===== src/rtl/fifo9_pkg.sv =====
package fifo9_pkg;

  typedef struct packed {
    logic rt;
    logic rd;
    logic wr;
  } strobe_ev_t;

  localparam int unsigned STROBE_N = 3;

endpackage


===== src/rtl/fifo9_edge.sv =====
module fifo9_edge #(
  parameter int unsigned N = 3
) (
  input  logic         clk,
  input  logic         rst_n,
  input  logic [N-1:0] strobe_n,
  output logic [N-1:0] fall
);

  for (genvar i = 0; i < N; i++) begin : g_bit
    logic prev_q;
    logic prev_d;

    always_comb begin
      prev_d = strobe_n[i];
    end

    always_ff @(posedge clk or negedge rst_n) begin
      if (!rst_n) prev_q <= 1'b1;
      else        prev_q <= prev_d;
    end

    assign fall[i] = prev_q & ~strobe_n[i];
  end

endmodule


===== src/rtl/fifo9_ctrl.sv =====
module fifo9_ctrl
  import fifo9_pkg::*;
#(
  parameter int unsigned DEPTH = 256,
  localparam int unsigned AW = $clog2(DEPTH),
  localparam int unsigned CW = AW + 1
) (
  input  logic          clk,
  input  logic          rst_n,
  input  logic          single_mode,
  input  strobe_ev_t    ev,
  output logic          wr_ok,
  output logic          rd_ok,
  output logic [AW-1:0] wptr,
  output logic [AW-1:0] rptr,
  output logic [CW-1:0] count_d,
  output logic          xo_ev
);

  localparam logic [AW-1:0] LAST = AW'(DEPTH - 1);
  localparam logic [CW-1:0] FULLC = CW'(DEPTH);

  logic [AW-1:0] wptr_q, wptr_d, rptr_q, rptr_d;
  logic [CW-1:0] count_q, written_q, written_d;
  logic          rt_ok;

  always_comb begin
    rt_ok  = ev.rt & single_mode;
    wr_ok  = ev.wr & (count_q != FULLC);
    rd_ok  = ev.rd & (count_q != '0) & ~rt_ok;

    wptr_d = wptr_q;
    if (wr_ok) wptr_d = (wptr_q == LAST) ? '0 : wptr_q + 1'b1;

    written_d = written_q;
    if (wr_ok && written_q != FULLC) written_d = written_q + 1'b1;

    rptr_d = rptr_q;
    if (rt_ok)      rptr_d = '0;
    else if (rd_ok) rptr_d = (rptr_q == LAST) ? '0 : rptr_q + 1'b1;

    if (rt_ok) count_d = written_d;
    else       count_d = count_q + {{AW{1'b0}}, wr_ok} - {{AW{1'b0}}, rd_ok};

    xo_ev = (wr_ok & (wptr_q == LAST)) | (rd_ok & (rptr_q == LAST));
  end

  always_ff @(posedge clk or negedge rst_n) begin
    if (!rst_n) begin
      wptr_q    <= '0;
      rptr_q    <= '0;
      count_q   <= '0;
      written_q <= '0;
    end else begin
      wptr_q    <= wptr_d;
      rptr_q    <= rptr_d;
      count_q   <= count_d;
      written_q <= written_d;
    end
  end

  assign wptr = wptr_q;
  assign rptr = rptr_q;

  assert_count_bound_R5: assert property (@(posedge clk) disable iff (!rst_n)
    count_q <= FULLC);
  assert_no_overflow_R7: assert property (@(posedge clk) disable iff (!rst_n)
    (ev.wr && count_q == FULLC) |=> $stable(wptr_q));
  assert_no_underflow_R8: assert property (@(posedge clk) disable iff (!rst_n)
    (ev.rd && count_q == '0 && !rt_ok) |=> $stable(rptr_q));
  assert_rewind_R10: assert property (@(posedge clk) disable iff (!rst_n)
    rt_ok |=> (rptr_q == '0 && $stable(wptr_q)));

endmodule


===== src/rtl/fifo9_store.sv =====
module fifo9_store #(
  parameter int unsigned DEPTH = 256,
  parameter int unsigned WIDTH = 9,
  localparam int unsigned AW = $clog2(DEPTH)
) (
  input  logic             clk,
  input  logic             rst_n,
  input  logic             wr_ok,
  input  logic             rd_ok,
  input  logic             rd_low,
  input  logic [AW-1:0]    wptr,
  input  logic [AW-1:0]    rptr,
  input  logic [WIDTH-1:0] din,
  output logic [WIDTH-1:0] dout,
  output logic             dout_oe
);

  logic [WIDTH-1:0] mem [DEPTH];
  logic [WIDTH-1:0] dout_q;
  logic             oe_q, oe_d;

  always_ff @(posedge clk) begin
    if (wr_ok) mem[wptr] <= din;
  end

  always_comb begin
    oe_d = rd_ok | (oe_q & rd_low);
  end

  always_ff @(posedge clk or negedge rst_n) begin
    if (!rst_n) begin
      dout_q <= '0;
      oe_q   <= 1'b0;
    end else begin
      if (rd_ok) dout_q <= mem[rptr];
      oe_q <= oe_d;
    end
  end

  assign dout    = dout_q;
  assign dout_oe = oe_q;

  assert_oe_needs_read_R3: assert property (@(posedge clk) disable iff (!rst_n)
    (!oe_q && !rd_ok) |=> !oe_q);
  assert_dout_hold_R8: assert property (@(posedge clk) disable iff (!rst_n)
    !rd_ok |=> $stable(dout_q));

endmodule


===== src/rtl/fifo9_flags.sv =====
module fifo9_flags #(
  parameter int unsigned DEPTH = 256,
  localparam int unsigned CW = $clog2(DEPTH) + 1
) (
  input  logic          clk,
  input  logic          rst_n,
  input  logic          single_mode,
  input  logic [CW-1:0] count_d,
  input  logic          xo_ev,
  output logic          empty_n,
  output logic          full_n,
  output logic          hf_xo_n
);

  localparam logic [CW-1:0] HALF  = CW'(DEPTH / 2);
  localparam logic [CW-1:0] FULLC = CW'(DEPTH);

  logic empty_d, full_d, hf_d;
  logic empty_q, full_q, hf_q;

  always_comb begin
    empty_d = (count_d != '0);
    full_d  = (count_d != FULLC);
    hf_d    = single_mode ? ~(count_d > HALF) : ~xo_ev;
  end

  always_ff @(posedge clk or negedge rst_n) begin
    if (!rst_n) begin
      empty_q <= 1'b0;
      full_q  <= 1'b1;
      hf_q    <= 1'b1;
    end else begin
      empty_q <= empty_d;
      full_q  <= full_d;
      hf_q    <= hf_d;
    end
  end

  assign empty_n = empty_q;
  assign full_n  = full_q;
  assign hf_xo_n = hf_q;

  assert_flag_excl_R4: assert property (@(posedge clk) disable iff (!rst_n)
    !(!empty_q && !full_q));
  assert_hf_not_empty_R6: assert property (@(posedge clk) disable iff (!rst_n)
    (single_mode && !hf_q) |-> empty_q);

endmodule


===== src/rtl/fifo9_rt.sv =====
module fifo9_rt
  import fifo9_pkg::*;
#(
  parameter int unsigned DEPTH = 256,
  parameter int unsigned WIDTH = 9,
  localparam int unsigned AW = $clog2(DEPTH),
  localparam int unsigned CW = AW + 1
) (
  input  logic             clk,
  input  logic             rst_n,
  input  logic             single_mode,
  input  logic             wr_n,
  input  logic             rd_n,
  input  logic             rt_n,
  input  logic [WIDTH-1:0] din,
  output logic [WIDTH-1:0] dout,
  output logic             dout_oe,
  output logic             empty_n,
  output logic             full_n,
  output logic             hf_xo_n
);

  logic [1:0]          rst_sync_q;
  logic                rst_int_n;
  logic [STROBE_N-1:0] fall;
  strobe_ev_t          ev;
  logic                wr_ok, rd_ok, xo_ev;
  logic [AW-1:0]       wptr, rptr;
  logic [CW-1:0]       count_d;

  always_ff @(posedge clk or negedge rst_n) begin
    if (!rst_n) rst_sync_q <= 2'b00;
    else        rst_sync_q <= {rst_sync_q[0], 1'b1};
  end
  assign rst_int_n = rst_sync_q[1];

  fifo9_edge #(.N(STROBE_N)) u_edge (
    .clk      (clk),
    .rst_n    (rst_int_n),
    .strobe_n ({rt_n, rd_n, wr_n}),
    .fall     (fall)
  );

  assign ev = strobe_ev_t'(fall);

  fifo9_ctrl #(.DEPTH(DEPTH)) u_ctrl (
    .clk         (clk),
    .rst_n       (rst_int_n),
    .single_mode (single_mode),
    .ev          (ev),
    .wr_ok       (wr_ok),
    .rd_ok       (rd_ok),
    .wptr        (wptr),
    .rptr        (rptr),
    .count_d     (count_d),
    .xo_ev       (xo_ev)
  );

  fifo9_store #(.DEPTH(DEPTH), .WIDTH(WIDTH)) u_store (
    .clk     (clk),
    .rst_n   (rst_int_n),
    .wr_ok   (wr_ok),
    .rd_ok   (rd_ok),
    .rd_low  (~rd_n),
    .wptr    (wptr),
    .rptr    (rptr),
    .din     (din),
    .dout    (dout),
    .dout_oe (dout_oe)
  );

  fifo9_flags #(.DEPTH(DEPTH)) u_flags (
    .clk         (clk),
    .rst_n       (rst_int_n),
    .single_mode (single_mode),
    .count_d     (count_d),
    .xo_ev       (xo_ev),
    .empty_n     (empty_n),
    .full_n      (full_n),
    .hf_xo_n     (hf_xo_n)
  );

  assert_single_op_R12: assert property (@(posedge clk) disable iff (!rst_int_n)
    wr_ok |=> !wr_ok);

endmodule


===== config.mk =====
export PLATFORM = sky130hd
export DESIGN_NAME = fifo9_rt
export DESIGN_NICKNAME = d
export VERILOG_FILES = /design/src/rtl/fifo9_pkg.sv /design/src/rtl/fifo9_edge.sv /design/src/rtl/fifo9_ctrl.sv /design/src/rtl/fifo9_store.sv /design/src/rtl/fifo9_flags.sv /design/src/rtl/fifo9_rt.sv
export SDC_FILE = /design/constraint.sdc
export NUM_CORES = 2
export LEC_CHECK = 0
export BUFFER_PORTS_ARGS = -buffer_cell sky130_fd_sc_hd__buf_2
export CAP_MARGIN = 20
export CORE_MARGIN = 2
export CORE_UTILIZATION = 57
export CTS_CLUSTER_DIAMETER = 200
export CTS_CLUSTER_SIZE = 8
export DETAILED_ROUTE_END_ITERATION = 8
export HOLD_SLACK_MARGIN = 0.02
export PLACE_DENSITY = 0.75
export SYNTH_ARGS = -nofsm -noshare
export SYNTH_HDL_FRONTEND = slang
export SYNTH_SLANG_ARGS = --single-unit

===== constraint.sdc =====
create_clock -name clk -period 1.4 [get_ports clk]
set_input_delay 0.21 -clock clk [delete_from_list [all_inputs] [get_ports clk]]
set_output_delay 0.21 -clock clk [all_outputs]
set_load 0.03 [all_outputs]

# --- Yosys cells after proc, flatten, opt, wreduce, memory -nomap -nowiden ---
# Memory sizes are Yosys's and may differ from the RTL's. A register that Yosys moved wholly into a read port is not among the register bits.
# Cells that the tools add are included.
# W data, S select, Z words.
word_totals:
  regBits: 43
  ramBits: 2304
  inputBits: 15
  out_inout_bits: 13
  n_memories: 1
memory_table:
  columns: ["name", "depth", "word_bits", "read_ports", "rd_clocked_by_memory_dff", "wr", "line", "rtl"]
  rows:
  - ["u_store.mem", 256, 9, 1, 1, 1, "fifo9_store.sv:18", "logic [WIDTH-1:0] mem [DEPTH];"]
op_classes:
  addsub: 5
  n_lt_le_gt_ge: 1
  eq_ne: 5
  muxes: 9
  bitwise_logic: 18
  reduce_logical: 5
ops:
  columns: ["cell", "count"]
  rows:
  - ["$mux W8", 4]
  - ["$ne A9 B9 Y1 const B", 3]
  - ["$mux W9", 2]
  - ["$reduce_bool A9 Y1", 2]
  - ["$add A8 B1 Y8 const B", 2]
  - ["$eq A8 B8 Y1 const B", 2]
  - ["$and A1 B1 Y1", 10]
  - ["$add A9 B1 Y9", 1]
  - ["$add A9 B1 Y9 const B", 1]
  - ["$gt A9 B8 Y1 const B", 1]
  - ["$sub A9 B1 Y9", 1]
  - ["$not A1 Y1", 6]
  - ["$mux W1", 3]
  - ["$or A1 B1 Y1", 2]
  - ["$reduce_bool A2 Y1", 1]
  - ["$logic_and A1 B1 Y1", 1]
  - ["$logic_not A1 Y1", 1]

# --- Longest topological paths before layout ---
logic_depth:
  word_depth: 10
  depth_mapped: 18
  ltp_nobuf: 18

# --- By module ---
# A second synthesis with hierarchy kept.
hier_totals:
  cells_unflattened: 4641
  area_unflattened_um2: 92421.1
modules_own_cells:
  columns: ["mod", "instances", "cells_per_inst", "area_each_um2", "seq_area_each_um2"]
  rows:
  - ["fifo9_store", 1, 4402, 90001.3, 69436.6]
  - ["fifo9_ctrl", 1, 219, 2110.8, 850.8]
  - ["fifo9_flags", 1, 10, 131.4, 77.6]
  - ["fifo9_edge", 1, 6, 120.1, 78.8]
  - ["fifo9_rt", 1, 4, 57.6, 50.0]

# --- Least setup slack after synthesis ---
# Ideal clock, no wire load.
synth_timing:
  kind: "register to register"
  start: "register u_ctrl.count_q[7]"
  end: "register u_flags.empty_q, in the netlist u_flags.empty_n"
  arrival_time_ns: 3.886
  required_time_ns: 1.258
  slack_ns: -2.629
  stages_incl_launch_ff: 19
  n_path_buf: 0
  period_less_slack_ns: 4.029
  cell_sequence: "dfrtp_1 > inv_1 > ha_1 > or4b_2 > nor2_1 > or3_1 > inv_1 > ha_1 > inv_1 > ha_1 > inv_1 > fa_1 > nand2b_1 > a21oi_1 > o211a_1 > or4_1 > a31o_2 > nor4_1 > nand3b_1"
synth_via:
  elab_chain_len: 6
synth_rtl:
  columns: ["element", "line", "rtl"]
  rows:
  - ["from (decl)", "fifo9_ctrl.sv:24", "logic [CW-1:0] count_q, written_q, written_d;"]
  - ["from (signal assigned)", "fifo9_ctrl.sv:57", "count_q <= count_d;"]
  - ["$reduce_bool A9 Y1", "fifo9_ctrl.sv:30", "rd_ok = ev.rd & (count_q != '0) & ~rt_ok;"]
  - ["$and A1 B1 Y1 (2 in a row)", "fifo9_ctrl.sv:30", null]
  - ["named net rd_ok", "fifo9_rt.sv:27", "logic wr_ok, rd_ok, xo_ev;"]
  - ["$sub A9 B1 Y9", "fifo9_ctrl.sv:43", "else count_d = count_q + {{AW{1'b0}}, wr_ok} - {{AW{1'b0}}, rd_ok};"]
  - ["$mux W9", "fifo9_ctrl.sv:42", "if (rt_ok) count_d = written_d;"]
  - ["named net count_d[6]", "fifo9_rt.sv:29", "logic [CW-1:0] count_d;"]
  - ["$reduce_bool A9 Y1", "fifo9_flags.sv:22", "empty_d = (count_d != '0);"]
  - ["named net u_flags.empty_d", "fifo9_flags.sv:18", "logic empty_d, full_d, hf_d;"]
  - ["to (signal assigned)", "fifo9_flags.sv:33", "empty_q <= empty_d;"]
  - ["to (decl)", "fifo9_flags.sv:19", "logic empty_q, full_q, hf_q;"]
# The timed path passes the listed nets, and every way through them passes these cells.
# A chain may end at the register's enable or synchronous reset.

# --- Worst setup path after layout ---
layout_timing:
  start: "register u_ctrl.count_q[6]"
  end: "register u_flags.hf_q, in the netlist u_flags.hf_xo_n"
layout_via:
  elab_chain_len: 8
layout_rtl:
  columns: ["element", "line", "rtl"]
  rows:
  - ["$reduce_bool A9 Y1 (*)", "fifo9_ctrl.sv:30", null]
  - ["$and A1 B1 Y1 (*) (2 in a row)", "fifo9_ctrl.sv:30", null]
  - ["named net rd_ok", "fifo9_rt.sv:27", null]
  - ["$sub A9 B1 Y9", "fifo9_ctrl.sv:43", null]
  - ["$mux W9", "fifo9_ctrl.sv:42", null]
  - ["$gt A9 B8 Y1", "fifo9_flags.sv:24", "hf_d = single_mode ? ~(count_d > HALF) : ~xo_ev;"]
  - ["$not A1 Y1", "fifo9_flags.sv:24", null]
  - ["$mux W1 (*)", "fifo9_flags.sv:24", null]
  - ["named net u_flags.hf_d", "fifo9_flags.sv:18", null]
  - ["to (signal assigned)", "fifo9_flags.sv:31", "hf_q <= 1'b1;"]
  - ["to (signal assigned)", "fifo9_flags.sv:35", "hf_q <= hf_d;"]
  - ["to (decl)", "fifo9_flags.sv:19", null]
# Mark *: on every way through the listed nets, which the timed path passes. The rest lies on a longest branch.

==> results.toml <==
[cells_and_area]
final_net_count = 5924
post_layout_instance_count_excluding_filler_cells = 8118
layout_commonest_cell = "sky130_fd_sc_hd__edfxtp_1"
drive_above_1_share = 0.4256
n_fill_cell = 7880
layout-area-overhead-vs-synth_pct = 30.71
most-common-layout-cells = "2,304 x sky130_fd_sc_hd__edfxtp_1, 654 x sky130_fd_sc_hd__buf_4, 452 x sky130_fd_sc_hd__mux4_2"

[timing]
unrepaired_setup_endpoints_after_global_routing = "true"
worst_pin_slew_ns = 0.9487
final_max_slew_viol_count = 0
finalSetupViolCount = 2364
fin_worst_hold_slack_ns = -0.2347
slew_headroom = 0.3627
finalCritPeriodShare = 2.665
hold_viol = 6
min_period_ns = 3.731
fmax_mhz = 268.0
final.setup_skew_ns = 0.07348
postLayoutSetupSlackWorst_ns = -2.331

[placed_design]
placement.io_buffers = 27
post-dp-hpwl_mm = 164.5
finalWeightedCongestion = 0.9649
dp_cells = 7483

[clock_tree]
insertion_delay_of_the_later_clocked_pin_in_the_worst_skew_pair_ns = 0.95
cts_tree = "yes"
cts-root-buf = "sky130_fd_sc_hd__clkbuf_16"
hold_buffers = 15
clockBufferDepth = 4
number_of_levels_in_the_clock_h_tree = 5
clk_transition_reported_paths_ns = 0.05
cts_buffers = 344
tritoncts_num_sinks = 2356

[global_routing]
number_of_antenna_violations_at_the_first_check_in_global_routing = 14
grt_first_pass_wirelength_mm = 390.8
gr-usage-all-layers = 0.3344
grt-ovfl-total = 0
first_global_vias = 55760
pin_count_of_the_biggest_net_entering_global_routing = 145

[route]
num_vias = 55810
drt_first_iter_violations = 8546
dr.pass1.iters = 8
drt-total-wl_mm = 286.2
routed_wire_length_per_instance_um = 35.25
ant_nets = 0
via_per_inst = 6.875
drc = 0

[die]
io-pin-count = 28
die_width_um = 406.3
std_cell_rows = 147
start_util = 0.5744
floorplan.die_area_um2 = 165000
chipHeight_um = 406.3
core_region_area_um2 = 160600

[synthesis]
synth_warnings = 0
synth.cell_area_um2 = 92230
synth.lib_cells_used.distinct = 79
postSynthCellCount = 4583
synth_enable_flop_cells = 2304
synthesis.area_per_instance_um2 = 20.12
yosys_register_bits = 2356
synth_top_flop_cell = "sky130_fd_sc_hd__edfxtp_1"
synth.yosys.seq_area_share = 0.7643
async_flop_share = 0.02207
mappedNetlistNets = 4618

[power]
p_leak_uw = 0.03996
powerDensity_nw_per_um2 = 1623
power_frac_seq = 0.404
vdd_ir_drop_max_v = 0.001571
power_consumption_uw = 195700
pwr-share-comb = 0.225
internal-power_uw = 142500
power.switching_uw = 53210
share_clk_of_total_power = 0.371
power.switching_fraction = 0.2719

[run_status]
failed_checks = "negative hold slack, negative setup slack"
outcome = "finished, violations left"

[worst_setup_path]
worst_r2r_path_depth = 18
r2r_setup_slack_ns = -2.33
crit_required_ns = 2.24
cp_capture_type = "register"
path_max_fanout = 3
startpoint_type = "register"
critPathKind = "reg2reg"
worst-endpoint-arrival_ns = 4.57

[flow_run]
cap_violations = 0

[min_path]
hold_path_depth = 4
hold_path_class = "in2reg"
## final timing paths
| check | start | endpoint |
|---|---|---|
| min | rt_n | u_ctrl.rptr[1] |
| min reg2reg | rst_sync_q[1] | u_ctrl.rptr[1] |
| max reg2reg | u_ctrl.count_q[6] | u_flags.hf_xo_n |
| max in group asynchronous | rst_sync_q[1] | u_store.dout[3] |
| min in group asynchronous | rst_sync_q[1] | u_ctrl.rptr[1] |
| max | u_ctrl.count_q[6] | u_flags.hf_xo_n |
## cells in the mapped netlist, types with 11 or more instances
master,instances,area (um^2)
sky130_fd_sc_hd__a21oi_1,106,530.5
sky130_fd_sc_hd__a22oi_1,34,255.2
sky130_fd_sc_hd__a31oi_1,13,81.33
sky130_fd_sc_hd__buf_1,17,63.81
sky130_fd_sc_hd__buf_2,44,220.2
sky130_fd_sc_hd__buf_4,40,300.3
sky130_fd_sc_hd__buf_6,29,326.6
sky130_fd_sc_hd__clkbuf_1,136,510.5
sky130_fd_sc_hd__dfrtp_1,47,1176
sky130_fd_sc_hd__edfxtp_1,2304,69190
sky130_fd_sc_hd__ha_1,19,237.7
sky130_fd_sc_hd__inv_1,33,123.9
sky130_fd_sc_hd__mux2i_1,313,3133
sky130_fd_sc_hd__mux4_2,452,10180
sky130_fd_sc_hd__nand2_1,99,371.6
sky130_fd_sc_hd__nand3_1,25,125.1
sky130_fd_sc_hd__nand4_1,12,75.07
sky130_fd_sc_hd__nor2_1,322,1209
sky130_fd_sc_hd__nor2b_1,17,106.4
sky130_fd_sc_hd__nor3_1,53,265.3
sky130_fd_sc_hd__nor4_1,11,68.82
sky130_fd_sc_hd__o21ai_0,52,260.3
sky130_fd_sc_hd__o221ai_1,141,1235
sky130_fd_sc_hd__o22ai_1,73,456.7
sky130_fd_sc_hd__xnor2_1,11,96.34
## layer usage
layer  part of all wire  GRT usage
met1               0.34     0.4378
met2               0.48     0.5237
met4              0.059     0.1618
met3               0.13    0.09168
met5            0.00029          0
## stage by stage
| stage | hold slack, ns | setup slack, ns | TNS (ns) | cell area [um^2] | util |
|---|---|---|---|---|---|
| 3_3_place_gp | -0.004406 | -2.409 | -2523.71 | 106000 | 0.6601 |
| 5_1_grt | -0.2026 | -2.425 | -2650.50 | 120500 | 0.7508 |
| 2_1_floorplan | -0.08559 | -2.252 | -2030.04 | 94380 | - |
| 4_1_cts | -0.2657 | -2.375 | -2385.54 | 118300 | 0.7370 |
| 3_5_place_dp | -0.003597 | -2.439 | -2624.28 | 106000 | 0.6601 |
| 6_report | -0.2347 | -2.331 | -2482.29 | 120600 | 0.7508 |
## cells by family after synthesis
kind of cell / synth area share
flip-flops: 0.7643
multiplexers: 0.1456
AND/OR/NAND/NOR: 0.02800
AO/OA/AOI/OAI: 0.03979
buffers and inverters: 0.01799
adder cells (fa/ha/maj): 0.002795
XOR/XNOR: 0.001519
other: 0.00004066
## flip-flops by register name, summed over array words and instances, names as in the netlist
| name | cells |
|---|---|
| u_edge.g_bit.prev_q | 3 |
| u_flags.hf_xo_n | 1 |
| u_store.dout_oe | 1 |
| u_ctrl.wptr | 8 |
| u_flags.empty_n | 1 |
| u_ctrl.written_q | 9 |
| u_ctrl.rptr | 8 |
| u_flags.full_n | 1 |
| u_ctrl.count_q | 9 |
| rst_sync_q | 2 |
| u_store.dout | 9 |
| u_store.mem | 2304 |
## power groups by stage
| stage | logic, uW | clock network [uW] | registers [uW] |
|---|---|---|---|
| 2_1_floorplan | 20800 | 0 | 80300 |
| 3_3_place_gp | 36100 | 0 | 80200 |
| 3_5_place_dp | 36600 | 0 | 80200 |
| 4_1_cts | 40800 | 72400 | 79000 |
| 5_1_grt | 45200 | 75700 | 79000 |
| 6_report | 44000 | 72700 | 79000 |
## critical path, cell delays in order, from the launching register on
cell	delay, ns
sky130_fd_sc_hd__dfrtp_1	0.39
sky130_fd_sc_hd__inv_2	0.08
sky130_fd_sc_hd__ha_4	0.13
sky130_fd_sc_hd__or4b_4	0.47
sky130_fd_sc_hd__nor2_4	0.10
sky130_fd_sc_hd__or3_4	0.14
sky130_fd_sc_hd__inv_4	0.04
sky130_fd_sc_hd__ha_4	0.26
sky130_fd_sc_hd__inv_4	0.04
sky130_fd_sc_hd__ha_4	0.15
sky130_fd_sc_hd__inv_2	0.05
sky130_fd_sc_hd__fa_2	0.19
sky130_fd_sc_hd__nand2b_4	0.13
sky130_fd_sc_hd__a21oi_2	0.05
sky130_fd_sc_hd__o211a_1	0.25
sky130_fd_sc_hd__or4b_4	0.56
sky130_fd_sc_hd__and3_4	0.21
sky130_fd_sc_hd__o41a_1	0.31
sky130_fd_sc_hd__o31a_1	0.11
## area by class of cell
type	count	area, um^2	area share
diodes	4	10.01	0.00008303
clock buffers	403	8936	0.07412
clock inverters	8	106.4	0.0008822
inverters	34	140.1	0.001162
multi-input cells	1921	23560	0.1954
flip-flops and latches	2356	70510	0.5849
well taps	2160	2703	0.02242
repair buffers	1232	14600	0.1211
## what timing repair did
item | 4_1_cts | 5_1_grt
setup buffers | 90 | 62
gates cloned | 33 | 36
resized for setup | 419 | 388
endpoints found under the setup margin | 2364 | 2364
pin swaps | 111 | 132
endpoints found under the hold margin | 1645 | 6
Note: power is estimated with default switching activity, not from simulation.
